## config.mk

```make
export PLATFORM = sky130hd
export DESIGN_NAME = tmap_ctrl_bank
export DESIGN_NICKNAME = d
export VERILOG_FILES = /design/src/rtl/tmap_pkg.sv /design/src/rtl/tmap_regfile.sv /design/src/rtl/tmap_job_ctl.sv /design/src/rtl/tmap_cfg_check.sv /design/src/rtl/tmap_ctrl_bank.sv
export SDC_FILE = /design/constraint.sdc
export NUM_CORES = 1
export LEC_CHECK = 0
export ABC_AREA = 0
export BUFFER_PORTS_ARGS = -buffer_cell sky130_fd_sc_hd__buf_4
export CAP_MARGIN = 20
export CORE_AREA = 8 8 262 264
export DETAILED_ROUTE_END_ITERATION = 8
export DIE_AREA = 0 0 270 272
export PLACE_DENSITY = 0.69
export REMOVE_ABC_BUFFERS = 1
export SLEW_MARGIN = 10
export SYNTH_ARGS = -nofsm -noshare
export SYNTH_HDL_FRONTEND = slang
export SYNTH_SLANG_ARGS = --single-unit
export TNS_END_PERCENT = 100
```

## constraint.sdc

```tcl
create_clock -name clk -period 13.9 [get_ports clk]
set_input_delay 3.475 -clock clk [delete_from_list [all_inputs] [get_ports clk]]
set_output_delay 3.475 -clock clk [all_outputs]
set_load 0.01 [all_outputs]
```

## src/rtl/tmap_pkg.sv

```systemverilog
package tmap_pkg;
  localparam int REG_W     = 32;
  localparam int N_REGS    = 19;
  localparam int LEVEL_MAX = 63;
  localparam int VTX_LSB_N = 3;
  localparam int TEX_LSB_N = 1;
  localparam int BE_W      = REG_W / 8;

  typedef enum int {
    IX_CTRL = 0, IX_MESH_H, IX_MESH_V, IX_BRIGHT, IX_CKEY, IX_VTX, IX_TEX,
    IX_TEX_HR, IX_TEX_VR, IX_TEX_HM, IX_TEX_VM, IX_DST, IX_DST_HR, IX_DST_VR,
    IX_DST_HO, IX_DST_VO, IX_SQ_W, IX_SQ_H, IX_ALPHA
  } reg_ix_e;

  localparam int CTRL_GO_BIT = 0;
  localparam int CTRL_CK_BIT = 1;

  function automatic logic cfg_bad(input logic [REG_W-1:0] bright,
                                   input logic [REG_W-1:0] alpha,
                                   input logic [VTX_LSB_N-1:0] vtx_lo,
                                   input logic [TEX_LSB_N-1:0] tex_lo);
    return (bright > REG_W'(LEVEL_MAX)) || (alpha > REG_W'(LEVEL_MAX)) ||
           (|vtx_lo) || (|tex_lo);
  endfunction
endpackage

```

## src/rtl/tmap_regfile.sv

```systemverilog
module tmap_regfile
  import tmap_pkg::*;
#(
  parameter int IDX_W = 5
) (
  input  logic                    clk,
  input  logic                    rst_n,
  input  logic                    wr_acc,
  input  logic                    rd_en,
  input  logic [IDX_W-1:0]        idx,
  input  logic [REG_W-1:0]        wdata,
  input  logic                    busy,
  output logic [REG_W-1:0]        rdata,
  output logic [N_REGS*REG_W-1:0] regs_flat
);
  logic [REG_W-1:0] regs_q [N_REGS];
  logic [REG_W-1:0] view   [N_REGS];
  logic             mapped;

  assign mapped = int'(idx) < N_REGS;

  always_ff @(posedge clk) begin
    if (!rst_n) begin
      for (int i = 0; i < N_REGS; i++) regs_q[i] <= '0;
    end else if (wr_acc && mapped && (int'(idx) != IX_CTRL || !busy)) begin
      regs_q[idx] <= wdata;
    end
  end

  genvar g;
  generate
    for (g = 0; g < N_REGS; g++) begin : g_view
      if (g == IX_CTRL) begin : g_ctrl
        assign view[g] = {regs_q[g][REG_W-1:1], busy};
      end else begin : g_plain
        assign view[g] = regs_q[g];
      end
      assign regs_flat[g*REG_W +: REG_W] = view[g];
    end
  endgenerate

  always_ff @(posedge clk) begin
    if (!rst_n) rdata <= '0;
    else if (rd_en) rdata <= mapped ? view[idx] : '0;
  end
endmodule

```

## src/rtl/tmap_job_ctl.sv

```systemverilog
module tmap_job_ctl (
  input  logic clk,
  input  logic rst_n,
  input  logic launch_req,
  input  logic done,
  output logic busy,
  output logic job_start,
  output logic irq
);
  logic launch;
  assign launch = launch_req && !busy;

  always_ff @(posedge clk) begin
    if (!rst_n) begin
      busy      <= 1'b0;
      job_start <= 1'b0;
      irq       <= 1'b0;
    end else begin
      job_start <= launch;
      irq       <= busy && done;
      if (busy && done) busy <= 1'b0;
      else if (launch)  busy <= 1'b1;
    end
  end
endmodule

```

## src/rtl/tmap_cfg_check.sv

```systemverilog
module tmap_cfg_check
  import tmap_pkg::*;
(
  input  logic                 clk,
  input  logic                 rst_n,
  input  logic                 wr_evt,
  input  logic [REG_W-1:0]     bright,
  input  logic [REG_W-1:0]     alpha,
  input  logic [VTX_LSB_N-1:0] vtx_lo,
  input  logic [TEX_LSB_N-1:0] tex_lo,
  output logic                 err
);
  logic wr_evt_q;

  always_ff @(posedge clk) begin
    if (!rst_n) begin
      wr_evt_q <= 1'b0;
      err      <= 1'b0;
    end else begin
      wr_evt_q <= wr_evt;
      if (wr_evt_q) err <= cfg_bad(bright, alpha, vtx_lo, tex_lo);
    end
  end
endmodule

```

## src/rtl/tmap_ctrl_bank.sv

```systemverilog
module tmap_ctrl_bank
  import tmap_pkg::*;
#(
  parameter int ADDR_W = 7
) (
  input  logic                           clk,
  input  logic                           rst_n,
  input  logic                           bus_wr,
  input  logic                           bus_rd,
  input  logic [ADDR_W-1:0]              bus_addr,
  input  logic [3:0]                     bus_be,
  input  logic [31:0]                    bus_wdata,
  output logic [31:0]                    bus_rdata,
  output logic                           job_start,
  input  logic                           job_done,
  output logic                           irq,
  output logic                           chroma_en,
  output logic                           cfg_error,
  output logic [tmap_pkg::N_REGS*32-1:0] cfg_words
);
  localparam int IDX_W = ADDR_W - 2;

  logic [IDX_W-1:0] idx;
  logic             wr_acc;
  logic             wr_mapped;
  logic             ctrl_go_req;
  logic             busy;

  assign idx         = bus_addr[ADDR_W-1:2];
  assign wr_acc      = bus_wr && (bus_be == {BE_W{1'b1}}) && (bus_addr[1:0] == 2'b00);
  assign wr_mapped   = wr_acc && (int'(idx) < N_REGS);
  assign ctrl_go_req = wr_acc && (int'(idx) == IX_CTRL) && bus_wdata[CTRL_GO_BIT];

  tmap_regfile #(.IDX_W(IDX_W)) u_regs (
    .clk(clk), .rst_n(rst_n), .wr_acc(wr_acc), .rd_en(bus_rd), .idx(idx),
    .wdata(bus_wdata), .busy(busy), .rdata(bus_rdata), .regs_flat(cfg_words)
  );

  tmap_job_ctl u_job (
    .clk(clk), .rst_n(rst_n), .launch_req(ctrl_go_req), .done(job_done),
    .busy(busy), .job_start(job_start), .irq(irq)
  );

  tmap_cfg_check u_chk (
    .clk(clk), .rst_n(rst_n), .wr_evt(wr_mapped),
    .bright(cfg_words[IX_BRIGHT*REG_W +: REG_W]),
    .alpha(cfg_words[IX_ALPHA*REG_W +: REG_W]),
    .vtx_lo(cfg_words[IX_VTX*REG_W +: VTX_LSB_N]),
    .tex_lo(cfg_words[IX_TEX*REG_W +: TEX_LSB_N]),
    .err(cfg_error)
  );

  assign chroma_en = cfg_words[IX_CTRL*REG_W + CTRL_CK_BIT];
endmodule

```

* Word-level counts from Yosys, hierarchy flattened
Memory sizes are Yosys's and may differ from the RTL's.
Index checks and enable logic that the tools add are counted.
** Operators by class
- Magnitude comparators :: 4
- Equal/unequal tests :: 1
- Multiplexer cells :: 11
- Bitwise operators :: 2
- Reductions and logical operators :: 19
** Operator list (number)
- $bmux W32 S5 :: 1
- $mux W32 :: 4
- $gt A32 B6 Y1 const B :: 2
- $reduce_or A32 Y1 :: 1
- $logic_and A1 B1 Y1 :: 8
- $ge A6 B6 Y1 const B :: 1
- $not A5 Y6 :: 1
- $logic_not A5 Y1 :: 1
- $lt A5 B5 Y1 const B :: 1
- $mux W1 :: 5
- $mux W5 :: 1
- $reduce_bool A5 Y1 :: 1
- $eq A4 B4 Y1 const B :: 1
- $logic_or A1 B1 Y1 :: 4
- $reduce_or A3 Y1 :: 1
- $logic_not A2 Y1 :: 1
- $reduce_or A2 Y1 :: 1
- $logic_not A1 Y1 :: 1
- $not A1 Y1 :: 1
** Word-level totals
- Flip-flop bits (word level) :: 37
- RAM bits :: 608
- Bits of input ports :: 48
- Output and inout bits :: 644
- Logic and storage cells :: 44
- Memories :: 1
** Memory list
- u_regs.regs_q :: depth 19, bits a word 32, read ports 19, clocked after Yosys merged registers in 0, write ports 19, line tmap_regfile.sv:16 : logic [REG_W-1:0] regs_q [N_REGS];

* Longest topological paths before layout
Gate-level depths: netlist of run 1.
- Word-level depth :: 10
- Gate-level depth with buffers :: 9
- Depth with buffers taken out :: 5

* Modules after synthesis
A second synthesis of run 1 with hierarchy kept.
** Second synthesis, totals
- Cell total of the unflattened synthesis :: 2203
- Area, all modules :: 28787.6 µm²
** By module, submodules not included
- tmap_regfile :: instances 1, cells an instance 2161, area an instance 28412.2 µm², seq. area each 18547.8 µm²
- tmap_cfg_check :: instances 1, cells an instance 25, area an instance 196.4 µm², seq. area each 40.0 µm²
- tmap_ctrl_bank :: instances 1, cells an instance 9, area an instance 90.1 µm², seq. area each 0.0 µm²
- tmap_job_ctl :: instances 1, cells an instance 8, area an instance 88.8 µm², seq. area each 60.1 µm²

* Least setup slack after synthesis of run 1
Ideal clock, no wire load.
- Path kind :: input to register
- Start :: in bus_addr[2]
- End :: mem u_regs.regs_q[17][0] (enable)
- Library setup time :: 510 ps
- Arrival time :: 7342 ps
- Data required time :: 13389 ps
- Setup slack :: 6048 ps
- Stages on the path :: 5
- Path buffers :: 2
- Cell sequence :: buf_6 nor2b_1 buf_2 inv_1 o41ai_1
** RTL lines
- start: declaration :: line tmap_ctrl_bank.sv:10 : input logic [ADDR_W-1:0] bus_addr,
- end: declaration :: line tmap_regfile.sv:16

==> results of run 1 <==
-- metal layers --
metal | part of all wire [%] | track usage [%] | vias to the layer above
met2 | 48 | 57.8 | 1766
met4 | 4.8 | 15.6 | 0
met1 | 36 | 42.7 | 11443
met3 | 11 | 9.74 | 345
met5 | 0 | 0 | -
li1 | - | - | 9076
-- sequential cells by signal, summed over array words and instances, names as in the netlist --
signal,cells
u_job.irq,1
u_regs.regs_q,607
u_job.busy,1
u_chk.wr_evt_q,1
u_job.job_start,1
u_regs.rdata,32
u_chk.err,1
-- worst min-delay path: stages, from the launching register on --
cell      delay [ns]
dfxtp_1         0.32
nand2_1         0.05
a21boi_0        0.07
-- cells in the final DEF (no fill, tap or decap), drive strengths merged, types with 5 or more instances in the layout --
| master | instances |
|---|---|
| or4 | 7 |
| nand2b | 10 |
| a21boi | 19 |
| mux2 | 51 |
| a221oi | 38 |
| o21bai | 8 |
| a22oi | 26 |
| o22ai | 20 |
| o21ai | 51 |
| nand3 | 28 |
| nand4 | 5 |
| inv | 6 |
| a311oi | 7 |
| o31ai | 8 |
| nand2 | 138 |
| dfxtp | 69 |
| nor3 | 9 |
| and2 | 481 |
| a21oi | 8 |
| mux2i | 125 |
| mux4 | 74 |
| buf | 733 |
| o2bb2ai | 7 |
| clkbuf | 103 |
| nor2b | 5 |
| nor4 | 15 |
| clkinv | 20 |
| nor2 | 149 |
| edfxtp | 575 |
-- per-stage QoR --
stage / instances / hold WS [ns] / util, % / instance area, um2 / worst slack, ns
after floorplan: 1962 / 0.470 / - / 28400 / 5.69
after CTS: 3686 / 0.494 / 58.0 / 37600 / 7.22
final: 3691 / 0.492 / 58.1 / 37600 / 7.18
after global placement: 3551 / 0.470 / 54.4 / 35200 / 6.65
after global routing: 3689 / 0.510 / 58.1 / 37600 / 7.05
after detailed placement: 3556 / 0.480 / 54.5 / 35300 / 6.60
-- cells in the mapped netlist (4+ instances only) --
library cell    n
mux4_2         74
o21ai_1        12
or4_1           7
o21ai_0        39
mux2i_1       125
buf_6           5
mux2_2         51
a21boi_0       13
nor2b_1         5
a221oi_1       34
edfxtp_1      575
nand4_1         5
nor3_1          5
buf_1           5
o2bb2ai_1       7
nor4_1         13
clkbuf_1       79
nand2b_1       10
and2_1        481
a311oi_1        7
nor2_1        146
buf_4          26
o22ai_1        20
buf_2          53
nand2_1       137
clkbuf_2        6
o31ai_1         8
a21oi_1         8
dfxtp_1        69
o21bai_1        7
a22oi_1        26
nand3_1        28
a221oi_2        4
a21boi_1        6
-- kinds of logic (layout without fill, tap and decap cells) --
group           Yosys count  count (layout)  synth area share, %
flops                   644             644                 63.7
compound gates          199             199                 4.92
mux                     250             250                 11.9
other cells               0               2                    0
buf+inv                 181             867                 3.18
simple gates            865             865                 16.3
-- cell type report --
| type | instances | area share (%) |
|---|---|---|
| diodes | 2 | 0.0133 |
| clock buffers | 103 | 5.31 |
| clock inverters | 27 | 0.642 |
| inverters | 4 | 0.0399 |
| multi-input cells | 1314 | 26.6 |
| flip-flops and latches | 644 | 49.6 |
| well taps | 864 | 2.87 |
| repair buffers | 733 | 14.9 |
-- worst min path at each step --
stage                                                 start                                end  cells after the start
final                     u_regs.regs_q[18][0]$_SDFFE_PN0P_  u_regs.regs_q[18][0]$_SDFFE_PN0P_                      2
after global routing          u_regs.rdata[23]$_SDFFE_PN0P_      u_regs.rdata[23]$_SDFFE_PN0P_                      2
after CTS                 u_regs.regs_q[18][0]$_SDFFE_PN0P_  u_regs.regs_q[18][0]$_SDFFE_PN0P_                      2
after detailed placement  u_regs.regs_q[18][0]$_SDFFE_PN0P_  u_regs.regs_q[18][0]$_SDFFE_PN0P_                      2
after global placement    u_regs.regs_q[18][0]$_SDFFE_PN0P_  u_regs.regs_q[18][0]$_SDFFE_PN0P_                      2
after floorplan                   u_chk.wr_evt_q$_SDFF_PN0_             u_chk.err$_SDFFE_PN0P_                      2
-- where the power goes --
part,total (mW),leakage [nW],internal [mW],switching (mW)
Combinational,0.509,7.30,0.211,0.298
Clock,1.86,1.09,1.05,0.808
Sequential,2.29,6.01,2.20,0.0894
==> metrics.md, run 1 <==
| Metric | Value |
|---|---|
| Yosys warns | 0 |
| Yosys top cell area share | 59.0% |
| WL per Instance | 36.2 um |
| Largest net degree at the start of global routing | 84 |
| Synth area leaders | edfxtp_1 59%, and2_1 10%, mux4_2 5.7% |
| Post-CTS setup buffer count | 0 |
| Hold Crit Class | flip-flop to flip-flop |
| Post-CTS Resized | 0 |
| Initial antenna violation count | 8 |
| Worst path depth | 8 |
| # fillers | 5135 |
| Max Freq | 149 MHz |
| Min Tclk post-route | 6.72 ns |
| CP Max Fanout | 83 |
| Clock Latency Late Sink | 0.63 ns |
| Fin. max-slew vios | 0 |
| Port-buffer cells | 691 |
| Number of synthesized flops with an enable pin | 575 |
| Power per cell area | 124 nW/um2 |
| Total core area | 64800 um2 |
| Max_cap viols | 0 |
| Worst-Margin Slew | 1.22 ns |
| Worst stage delay on the critical path | 0.85 ns |
| Setup TNS Final | 0 ns |
| Reg-to-Reg End | u_regs.regs_q[3][8]$_SDFFCE_PN0P_ |
| Total power | 4.65 mW |
| Pre-antenna DRT Iters | 7 |
| Final hold vios | 0 |
| Grt ovf | 0 |
| Slew HR | 18.2% |
| Final setup vio count | 0 |
| CTS Root Cell | clkbuf_16 |
| Critical path cell sequence | buf_8, buf_12, nor2b_4, inv_1, nor3_4, nand2_1, nand2_2, buf_4 |
| Worst Clk Skew | 0.0204 ns |
| WL final | 134000 um |
| Prevailing post-synth register cell | edfxtp_1 |
| Register-to-register setup slack | 10.90 ns |
| Die width | 270 um |
| Avg Cell Area, Syn | 13.7 um2 |
| Clk sinks | 644 |
| Standard-cell row count | 94 |
| Fraction of registers with async set/reset | 0% |
| First-pass GRT wire length | 182000 um |
| Initial drt markers | 3260 |
| Share of cells above drive strength 1 | 36.1% |
| Critical Path AT | 6.96 ns |
| Crit path launch | bus_addr[2] |
| # DRC | 0 |
| Netlist cell types | 64 |
| Critical-path top delay cell | nor2b_4 |
| Max H-tree Level | 3 |
| Final net count | 2816 |
| Detail Route Antenna Nets | 0 |
| Multi-input gate area | 10000 um2 |
| Cell Area, Synth | 29300 um2 |
| Crit path capture | u_regs.regs_q[9][25]$_SDFFCE_PN0P_ |
| CP bufs+invs | 4 |
| Vias | 22630 |
| Total CTS buffers | 71 |
| Critical path endpoint category | flip-flop |
| #FFs+latches synth | 644 |
| CTS Hold Buffers Added | 0 |
| Yosys top cell by area | edfxtp_1 |
| Reg clk slew, reported paths | 0.06 ns |
| Clock buffer depth | 3 |
| Sequential fraction of the synthesis area | 63.7% |
| Status | complete, no violations |
| Placed wire-length estimate | 88400 um |
| Number of global-route vias before repair | 22815 |
| CP delay by family, top | buffers and inverters |
| Required @ worst endpoint | 14.14 ns |
| All-Layer GR Usage | 35.0% |
| R2r startpoint | u_job.busy$_SDFFE_PP0P_ |
| Die ar. | 73400 um2 |
| # IOs | 692 |
| RSZ-0062 raised after global routing | false |
| VDD IR max | 0.000104 V |
| Vias/cell | 6.13 |
| Tcrit/Tclk final | 48.3% |
| FF/Latch Area | 18600 um2 |
| LEAKAGE | 14.4 nW |
| Cells after Synth | 2139 |
| Initial core utilization | 45.2% |
| Die height | 272 um |
| Routability cong. | 0.896 |
| Reg2Reg Depth | 7 |
| Area Overhead vs Synth | 28.5% |
| CP Launch Type | input pin |
| CTS tree | done |
| CP Class | input pin to flip-flop |
Note: power is estimated with default switching activity, not from simulation.
==> run 2: changes to the inputs <==
--- a/config.mk
+++ b/config.mk
@@ -8,9 +8,9 @@
 export ABC_AREA = 0
 export BUFFER_PORTS_ARGS = -buffer_cell sky130_fd_sc_hd__buf_4
 export CAP_MARGIN = 20
-export CORE_AREA = 8 8 262 264
+export CORE_AREA = 8 8 264 266
 export DETAILED_ROUTE_END_ITERATION = 8
-export DIE_AREA = 0 0 270 272
+export DIE_AREA = 0 0 272 274
 export PLACE_DENSITY = 0.69
 export REMOVE_ABC_BUFFERS = 1
 export SLEW_MARGIN = 10
==> constraint.sdc (replaced) <==
create_clock -name clk -period 6.4 [get_ports clk]
set_input_delay 1.6 -clock clk [delete_from_list [all_inputs] [get_ports clk]]
set_output_delay 1.6 -clock clk [all_outputs]
set_load 0.01 [all_outputs]
==> metrics.md, run 2 (synthesized netlist as in run 1, its figures left out) <==
| Metric | Value |
|---|---|
| Total CTS buffers | 69 (was 71) |
| Slew HR | 21.9% (was 18.2%) |
| RSZ-0062 raised after global routing | false (unchanged) |
| Hold Startpoint | u_regs.regs_q[18][1]$_SDFFE_PN0P_ (was u_regs.regs_q[18][0]$_SDFFE_PN0P_) |
| Most common cell after layout, fill and taps aside | buf_4 (unchanged) |
| Required @ worst endpoint | 6.64 ns (was 14.14 ns) |
| Share of cells above drive strength 1 | 36.1% (about the same) |
| Critical path endpoint category | flip-flop (unchanged) |
| Die width | 272 um (was 270 um) |
| Post-CTS Resized | 0 (unchanged) |
| Final net count | 2822 (was 2816) |
| Power per cell area | 265 nW/um2 (was 124 nW/um2) |
| Met1 wire length | 48700 um (was 47800 um) |
| Sw frac | 25.7% (about the same) |
| Critical Path AT | 4.75 ns (was 6.96 ns) |
| Fin. max-slew vios | 0 (unchanged) |
| LEAKAGE | 14.4 nW (about the same) |
| CP most frequent cell | buf_4 |
| Hold Crit Endpoint | u_regs.regs_q[18][1]$_SDFFE_PN0P_ (was u_regs.regs_q[18][0]$_SDFFE_PN0P_) |
| Port-buffer cells | 691 (unchanged) |
| Die ar. | 74500 um2 (was 73400 um2) |
| Die height | 274 um (was 272 um) |
| # DRC | 0 (unchanged) |
| Detail Route Antenna Nets | 0 (unchanged) |
| Reg2Reg Depth | 5 (was 7) |
| Critical-path top delay cell | nor2_4 (was nor2b_4) |
| CP Class | input pin to flip-flop (unchanged) |
| Initial core utilization | 44.8% (was 45.2%) |
| CTS Root Cell | clkbuf_16 (unchanged) |
| Reg-to-Reg End | u_regs.regs_q[10][11]$_SDFFCE_PN0P_ (was u_regs.regs_q[3][8]$_SDFFCE_PN0P_) |
| Hold Crit Class | flip-flop to flip-flop (unchanged) |
| Total power | 9.98 mW (was 4.65 mW) |
| First-pass GRT wire length | 179000 um (was 182000 um) |
| Worst Clk Skew | 0.0192 ns (was 0.0204 ns) |
| Highest-count cells in the layout ignoring fill and taps | 728 x buf_4, 575 x edfxtp_1, 480 x and2_1 (was 722 x buf_4, 575 x edfxtp_1, 480 x and2_1) |
| Final setup vio count | 0 (unchanged) |
| # IOs | 692 (unchanged) |
| WL met3 | 15200 um (about the same) |
| Top reg by flops | u_regs.regs_q (unchanged) |
| Pre-antenna DRT Iters | 5 (was 7) |
| Initial antenna violation count | 2 (was 8) |
| Clock buffer depth | 3 (unchanged) |
| Area Overhead vs Synth | 28.5% (about the same) |
| Standard-cell row count | 94 (unchanged) |
| Setup TNS Final | 0 ns (unchanged) |
| Clock share of power | 39.1% (was 39.9%) |
| Max FFs per register | 607 (unchanged) |
| Critical path cell sequence | buf_4, nor2_4, nand4_1, o21ai_4, buf_4 (was buf_8, buf_12, nor2b_4, inv_1, nor3_4, nand2_1, nand2_2, buf_4) |
| Grt ovf | 0 (unchanged) |
| Min Tclk post-route | 4.51 ns |
| Max H-tree Level | 3 (unchanged) |
| Max Freq | 222 MHz |
| Routability cong. | 0.883 (was 0.896) |
| Combinational power share | 11.1% (was 10.9%) |
| Max_cap viols | 0 (unchanged) |
| CTS Hold Buffers Added | 0 (unchanged) |
| WL final | 132000 um (was 134000 um) |
| P_sw | 2.57 mW (was 1.20 mW) |
| VDD IR max | 0.000218 V (was 0.000104 V) |
| DR top layer | met5 (was met4) |
| Number of global-route vias before repair | 22618 (was 22815) |
| Total core area | 65300 um2 (was 64800 um2) |
| Post-CTS setup buffer count | 0 (unchanged) |
| WL per Instance | 35.8 um (was 36.2 um) |
| Largest net degree at the start of global routing | 101 (was 84) |
| Pint | 7.41 mW (was 3.46 mW) |
| Biggest regs | u_regs.regs_q x607, u_regs.rdata x32 (unchanged) |
| Routed length on met2 | 62000 um (was 64200 um) |
| CTS tree | done (unchanged) |
| All-Layer GR Usage | 34.0% (was 35.0%) |
| Seq pwr share | 49.7% (was 49.2%) |
| Final hold vios | 0 (unchanged) |
| Vias | 22695 (was 22630) |
| Tcrit/Tclk final | 70.5% |
| Worst stage delay on the critical path | 0.86 ns (was 0.85 ns) |
| Core Util, Final | 57.6% (was 58.1%) |
| Register-to-register setup slack | 3.24 ns (was 10.90 ns) |
| Status | complete, no violations (unchanged) |
| Clk sinks | 644 (unchanged) |
| Placed wire-length estimate | 90300 um (was 88400 um) |
| CP Launch Type | input pin (unchanged) |
| Worst-Margin Slew | 1.17 ns (was 1.22 ns) |
| CP Max Fanout | 33 (was 83) |
| Hold WS | 0.474 ns (was 0.492 ns) |
| Reg clk slew, reported paths | 0.06 ns (about the same) |
| R2r startpoint | u_job.busy$_SDFFE_PP0P_ (unchanged) |
| Clock Latency Late Sink | 0.62 ns (was 0.63 ns) |
| Initial drt markers | 2994 (was 3260) |
| Hold Crit Depth | 2 (unchanged) |
| Vias/cell | 6.14 (was 6.13) |
## run 2: cell types whose count changed in the layout (fill, tap and decap cells not counted), moves of 3 or more
cell and change:
clkbuf_1 -8, clkinv_1 +8, clkbuf_8 -3, clkbuf_16 -3, inv_6 +3, buf_4 +6, clkinv_2 +3
## run 2: area by class of cell
type | count | area [um2]
Timing Repair Buffer | 741 | 5740
Inverter | 4 | 15.0
Clock inverter | 38 | 279
Tap cell | 864 | 1080
Multi-Input combinational cell | 1314 | 10000
Clock buffer | 89 | 1850
Fill cell | 5273 | 27600
Sequential cell | 644 | 18600
Antenna cell | 3 | 7.51
## run 2: metrics by stage
stage	worst slack (ns)	instances	area [um2]
after detailed placement	1.35	3564	35400
after global routing	1.85	3694	37600
final	1.89	3697	37600
after global placement	1.36	3557	35300
after floorplan	0.0634	1962	28400
after CTS	1.97	3691	37600
## run 2: worst max path at each step
stage,cells after the start,start,to,slack [ns]
floorplan,3,bus_addr[2],u_regs.regs_q[17][0]$_DFFE_PP_,0.06
global placement,4,bus_addr[5],u_regs.regs_q[6][29]$_SDFFCE_PN0P_,1.36
detailed placement,9,bus_addr[2],u_regs.regs_q[9][25]$_SDFFCE_PN0P_,1.35
CTS,9,bus_addr[2],u_regs.regs_q[9][8]$_SDFFCE_PN0P_,1.97
global route,9,bus_addr[2],u_regs.regs_q[9][8]$_SDFFCE_PN0P_,1.85
finish,5,bus_addr[5],u_regs.regs_q[7][10]$_SDFFCE_PN0P_,1.89
## run 2: per-layer routing
layer,vias to the layer above,track usage (%)
li1,9090,-
met1,11504,43.0
met2,1766,54.2
met3,333,9.25
met4,2,16.0
met5,-,0
## run 2: worst max-delay path, delay by kind of cell
| family | cells | cell delay, ns |
|---|---|---|
| and+or+nand+nor | 2 | 1.34 |
| buffers and inverters | 2 | 0.89 |
| AOI/OAI and AO/OA | 1 | 0.79 |
## run 2: power groups by stage
stage                     Sequential (mW)  Combinational, mW  Clock, mW
after floorplan                      5.06              0.300          0
after global placement               5.04               1.09          0
after detailed placement             5.04               1.11          0
after CTS                            4.96               1.11       3.91
after global routing                 4.97               1.15       4.06
final                                4.96               1.11       3.91
